<file path="config.mk">
export PLATFORM = sky130hd
export DESIGN_NAME = gfinv_top
export DESIGN_NICKNAME = d
export VERILOG_FILES = /design/src/rtl/gfinv_pkg.sv /design/src/rtl/gfinv_degcmp.sv /design/src/rtl/gfinv_strip.sv /design/src/rtl/gfinv_fix.sv /design/src/rtl/gfinv_top.sv
export SDC_FILE = /design/constraint.sdc
export NUM_CORES = 1
export LEC_CHECK = 0
export ABC_AREA = 1
export BUFFER_PORTS_ARGS = -buffer_cell sky130_fd_sc_hd__buf_2
export CORE_MARGIN = 5
export CORE_UTILIZATION = 55
export CTS_CLUSTER_SIZE = 8
export DETAILED_ROUTE_END_ITERATION = 6
export PLACE_DENSITY = 0.73
export REMOVE_ABC_BUFFERS = 1
export SLEW_MARGIN = 20
export SYNTH_ARGS = -nofsm -noshare
export SYNTH_HDL_FRONTEND = slang
export SYNTH_SLANG_ARGS = --single-unit
</file>
<file path="constraint.sdc">
create_clock -name clk -period 9.85 [get_ports clk]
set_input_delay 0.985 -clock clk [delete_from_list [all_inputs] [get_ports clk]]
set_output_delay 0.985 -clock clk [all_outputs]
set_load 0.05 [all_outputs]
</file>
<file path="src/rtl/gfinv_pkg.sv">
package gfinv_pkg;

    typedef enum logic [2:0] {
        S_IDLE,
        S_STRIP,
        S_ELIM,
        S_FIX,
        S_FINISH
    } inv_state_e;

endpackage

</file>
<file path="src/rtl/gfinv_degcmp.sv">
// Degree comparison without locating either leading one: the bits of g
// that f lacks exceed f exactly when g's top bit lies above f's.
module gfinv_degcmp #(
    parameter int W = 90
) (
    input  logic [W-1:0] f,
    input  logic [W-1:0] g,
    output logic         f_lower
);
    logic [W-1:0] g_only;

    always_comb begin
        g_only  = g & ~f;
        f_lower = (g_only > f);
    end
endmodule

</file>
<file path="src/rtl/gfinv_strip.sv">
// Removes up to STRIP_BITS trailing zeros of f; multiplies c by the
// same power of x, reduced modulo the trinomial.
module gfinv_strip #(
    parameter int M          = 89,
    parameter int TAP        = 38,
    parameter int STRIP_BITS = 2,
    parameter int SW         = $clog2(STRIP_BITS + 1)
) (
    input  logic [M:0]    f,
    input  logic [M-1:0]  c,
    output logic [M:0]    f_out,
    output logic [M-1:0]  c_out,
    output logic [SW-1:0] shamt
);
    localparam logic [M-1:0] RED = (M'(1) << TAP) | M'(1);

    logic [M-1:0] c_st [STRIP_BITS+1];

    assign c_st[0] = c;

    for (genvar j = 1; j <= STRIP_BITS; j++) begin : g_mulx
        assign c_st[j] = {c_st[j-1][M-2:0], 1'b0} ^ (c_st[j-1][M-1] ? RED : '0);
    end

    always_comb begin
        logic stop;
        stop  = 1'b0;
        shamt = '0;
        for (int j = 0; j < STRIP_BITS; j++) begin
            if (!stop && !f[j]) begin
                shamt = shamt + SW'(1);
            end else begin
                stop = 1'b1;
            end
        end
        f_out = f >> shamt;
        c_out = c_st[shamt];
    end
endmodule

</file>
<file path="src/rtl/gfinv_fix.sv">
// One fix-up step: b * x^-step mod p, step = min(k, R). The low step
// bits t are cancelled by adding t*p, then the value is shifted right.
module gfinv_fix #(
    parameter int M   = 89,
    parameter int TAP = 38,
    parameter int R   = 8,
    parameter int KW  = 9
) (
    input  logic [M-1:0]  b,
    input  logic [KW-1:0] k,
    output logic [M-1:0]  b_out,
    output logic [KW-1:0] step
);
    logic [M-1:0] t;
    logic [M-1:0] sum;

    always_comb begin
        step = (k > KW'(R)) ? KW'(R) : k;
        t    = '0;
        for (int i = 0; i < R; i++) begin
            if (KW'(i) < step) t[i] = b[i];
        end
        sum   = b ^ t ^ (t << TAP);
        b_out = (sum >> step) | (t << (M - int'(step)));
    end
endmodule

</file>
<file path="src/rtl/gfinv_top.sv">
module gfinv_top #(
    parameter int M          = 89,
    parameter int TAP        = 38,
    parameter int STRIP_BITS = 2,
    parameter int FIX_BITS   = 8
) (
    input  logic         clk,
    input  logic         rst_n,
    input  logic         start,
    input  logic [M-1:0] operand,
    output logic [M-1:0] result,
    output logic         done,
    output logic         err
);
    import gfinv_pkg::*;

    localparam int KW = $clog2(2 * M + 1) + 1;
    localparam int SW = $clog2(STRIP_BITS + 1);
    localparam logic [M:0] POLY = ((M + 1)'(1) << M) | ((M + 1)'(1) << TAP) | (M + 1)'(1);

    inv_state_e    state_q, state_n;
    logic [M:0]    f_q, g_q;
    logic [M-1:0]  b_q, c_q;
    logic [KW-1:0] k_q;
    logic          err_q;

    logic [M:0]    f_sh;
    logic [M-1:0]  c_sh;
    logic [SW-1:0] shamt;
    logic          f_lower;
    logic [M-1:0]  b_fix;
    logic [KW-1:0] fix_step;
    logic          f_is_one;
    logic          op_zero;

    gfinv_strip #(.M(M), .TAP(TAP), .STRIP_BITS(STRIP_BITS), .SW(SW)) u_strip (
        .f     (f_q),
        .c     (c_q),
        .f_out (f_sh),
        .c_out (c_sh),
        .shamt (shamt)
    );

    gfinv_degcmp #(.W(M + 1)) u_degcmp (
        .f       (f_q),
        .g       (g_q),
        .f_lower (f_lower)
    );

    gfinv_fix #(.M(M), .TAP(TAP), .R(FIX_BITS), .KW(KW)) u_fix (
        .b     (b_q),
        .k     (k_q),
        .b_out (b_fix),
        .step  (fix_step)
    );

    assign f_is_one = (f_q == (M + 1)'(1));
    assign op_zero  = (operand == '0);

    // next state
    always_comb begin
        state_n = state_q;
        unique case (state_q)
            S_IDLE: begin
                if (start) state_n = op_zero ? S_FINISH : S_STRIP;
            end
            S_STRIP: begin
                if (f_q[0]) begin
                    if (f_is_one) state_n = (k_q == '0) ? S_FINISH : S_FIX;
                    else          state_n = S_ELIM;
                end
            end
            S_ELIM:   state_n = S_STRIP;
            S_FIX: begin
                if (k_q <= KW'(FIX_BITS)) state_n = S_FINISH;
            end
            S_FINISH: state_n = S_IDLE;
            default:  state_n = S_IDLE;
        endcase
    end

    // state register
    always_ff @(posedge clk or negedge rst_n) begin
        if (!rst_n) state_q <= S_IDLE;
        else        state_q <= state_n;
    end

    // working registers
    always_ff @(posedge clk or negedge rst_n) begin
        if (!rst_n) begin
            f_q   <= '0;
            g_q   <= '0;
            b_q   <= '0;
            c_q   <= '0;
            k_q   <= '0;
            err_q <= 1'b0;
        end else begin
            unique case (state_q)
                S_IDLE: begin
                    if (start) begin
                        err_q <= op_zero;
                        f_q   <= {1'b0, operand};
                        g_q   <= POLY;
                        b_q   <= op_zero ? '0 : M'(1);
                        c_q   <= '0;
                        k_q   <= '0;
                    end
                end
                S_STRIP: begin
                    if (!f_q[0]) begin
                        f_q <= f_sh;
                        c_q <= c_sh;
                        k_q <= k_q + KW'(shamt);
                    end
                end
                S_ELIM: begin
                    f_q <= f_q ^ g_q;
                    b_q <= b_q ^ c_q;
                    if (f_lower) begin
                        g_q <= f_q;
                        c_q <= b_q;
                    end
                end
                S_FIX: begin
                    b_q <= b_fix;
                    k_q <= k_q - fix_step;
                end
                S_FINISH: ;
                default: ;
            endcase
        end
    end

    // outputs
    always_comb begin
        done   = (state_q == S_FINISH);
        err    = err_q;
        result = b_q;
    end
endmodule

</file>
==> out/metrics.yaml <==
status: "finished, final reports clean"
drt_iter0_drc: 3604
timing_worst_setup_path_type: "reg2reg"
grt_pass1_wl_um: 156000
hpwl_um: 62290
synth_warnings: 0
rows: 85
path_max_fanout: 62
io_pins: 183
p_comb_frac: 0.620
n_antenna_cell: 0
die-area_um2: 58740
die_x_um: 242.4
syn-instance-count: 4176
p_clk_frac: 0.138
power_leakage_nw: 15.93
crit_slowest_cell: "clkinv_2"
core_um2: 53710
fin_crit_sh: 0.5372
final_common_cell: "nand2_1"
die_h_um: 242.4
grt_pass1_vias: 27480
hold_path_class: "in2async"
via_count: 30250
syn_area_um2: 29700
crit_required_ps: 10300
synth-main-ff-cell: "dfrtp_1"
synthArstFlopShare: 1.000
cap_violations: 0
dp_cells: 4792
ctsHtreeMaxLevel: 2
fin_nets: 4438
utilization: 0.5925
worstPathArrival_ps: 5750
vias_per_cell: 6.233
grt-ovfl-total: 0
slew_viol_final: 0
drc: 0
clk_latency_ps: 620
ctsLongestPathBuffers: 3
relSlewSlack: 0.2609
routed_wl_um: 97640
hold_violations: 0
firstDrtPassIters: 5
cts_hold_buf: 0
portBuffers: 182
slowest_delay_ps: 770
end_kind: "flip-flop"
ys_types: 48
cts_tree: "done"
power_per_cell_area_nw_per_um2: 384.4
gp_congestion: 0.9428
grt_start_max_net_pins: 158
crit_top_cell: "nand2_1"
fin_cells: 4854
tns_ps: 0
cts_num_sinks: 371
tightest_slew_ps: 1109
rsz0062_at_grt: "false"
final_cell_mix: "1101 x nand2_1, 655 x nand3_1, 371 x dfrtp_1, 357 x inv_1, 194 x ha_1"
antenna_left: 0
cts_root_buffer: "clkbuf_16"
antenna_found_initial: 0
r2r_cells: 23
post-route-min-period_ps: 5291
track_usage: 0.3186
fin_worst_skew_ps: 20.35
post_cts_buffers: 0
peakVddDrop_uv: 463.8
ys_seq_area_frac: 0.3126
routedWlPerCell_um: 20.11
synth_edf_count: 0
critPathLaunchType: "flip-flop"
ys_ff_latch: 371
path_clk_slew_ps: 50
p_sw_mw: 6.754
ctsResizeCount: 0
p_int_mw: 5.478
switching_share: 0.5522
cts_buffers: 53
p_seq_frac: 0.242
final_layout_size_suffix_gt1_frac: 0.09091
postSynthAreaPerCell_um2: 7.111
setup_viol: 0
fmax_mhz: 189.0
initial_core_util: 0.5529
cp_cell_sequence: "nor2_1, nand2_2, nor2_8, buf_4, nor2_8, nor2_8, clkinv_2, buf_4, nand2_1, o21ai_0, inv_1, fa_1, inv_1, nand3_1, nand2_1, nand2_1, nand2_1, a21oi_1, nor2_1, o21ai_0, nand2_1, o21ai_0, o21ai_0"
syn2layout_area_growth_pct: 7.163
critical path: cells and delay by family (launching register included):
| family | cells | cell delay (ps) |
|---|---|---|
| AO/OA/AOI/OAI | 5 | 670 |
| adder cells (fa/ha/maj) | 1 | 170 |
| buffers and inverters | 5 | 2160 |
| flip-flops | 1 | 380 |
| AND/OR/NAND/NOR | 12 | 1640 |
cells in the mapped netlist, drive strengths merged, types with 2 or more instances:
| master | n | share of area |
|---|---|---|
| clkbuf | 126 | 0.016 |
| o21bai | 2 | 0.00051 |
| nor4 | 42 | 0.0088 |
| o211ai | 42 | 0.011 |
| dfrtp | 371 | 0.31 |
| nor3 | 12 | 0.0022 |
| a221oi | 75 | 0.033 |
| a21o | 2 | 0.00051 |
| a21oi | 108 | 0.018 |
| o21ai | 233 | 0.039 |
| o21a | 7 | 0.0018 |
| nor2 | 201 | 0.030 |
| o221ai | 82 | 0.024 |
| o22ai | 161 | 0.034 |
| xor2 | 72 | 0.021 |
| buf | 169 | 0.033 |
| nand2 | 1108 | 0.14 |
| ha | 194 | 0.082 |
| o2111ai | 3 | 0.00088 |
| xnor2 | 15 | 0.0044 |
| or2 | 3 | 0.00063 |
| nand3 | 657 | 0.11 |
| inv | 378 | 0.048 |
| nand4 | 30 | 0.0063 |
| a31oi | 4 | 0.00084 |
| a22oi | 74 | 0.019 |
power groups by stage:
stage	Clock (mW)	Sequential (mW)	Combinational, mW
floorplan	0	3.18	5.06
global placement	0	2.94	7.30
detailed placement	0	2.95	7.42
CTS	1.70	2.94	7.47
global route	1.77	3.04	8.39
finish	1.68	2.96	7.59
state kept, by name, indices dropped and copies added (netlist names):
name / cells
c_q: 89
result: 89
state_q: 3
f_q: 90
err: 1
g_q: 90
k_q: 9
per-layer routing:
metal | vias up | track usage | share of wire
met5 | - | 0 | 0
met4 | 0 | 0.1183 | 0.039
met3 | 236 | 0.05947 | 0.091
met2 | 1425 | 0.4722 | 0.43
met1 | 14310 | 0.4652 | 0.44
li1 | 14290 | - | -
metrics by stage:
stage	total power, mW	hold WS [ps]	setup WS (ps)	instance area (um^2)
floorplan	8.245	500.7	2551	28250
global placement	10.24	463.3	4715	30390
detailed placement	10.37	473.7	4706	30390
CTS	12.11	445.8	4698	31800
global route	13.20	485.4	4191	31820
finish	12.23	398.1	4559	31820
area by class of cell:
cell class | count | area [um^2]
flip-flops and latches | 371 | 9284
clock buffers | 58 | 1366
clock inverters | 4 | 50.05
multi-input cells | 3131 | 17610
fillers | 5070 | 21880
repair buffers | 215 | 1194
inverters | 379 | 1444
well taps | 696 | 870.8
worst paths after layout:
| kind | from | to | slack, ps |
|---|---|---|---|
| max in group asynchronous | rst_n | c_q[24] | 7870 |
| worst max register to register | k_q[4] | k_q[8] | 4560 |
| worst min register to register | err | err | 490 |
| worst max-delay path | k_q[4] | k_q[8] | 4560 |
| min in group clk | err | err | 490 |
| worst min-delay path | rst_n | c_q[66] | 400 |
cell families after synthesis:
logic type	Yosys count	synth area share
flip-flops	371	0.3126
AND/OR/NAND/NOR	2054	0.2997
XOR/XNOR	87	0.02566
buffers and inverters	674	0.09649
AO/OA/AOI/OAI	795	0.1831
adder cells (fa/ha/maj)	195	0.08241
(Power assumes the default switching activity.)
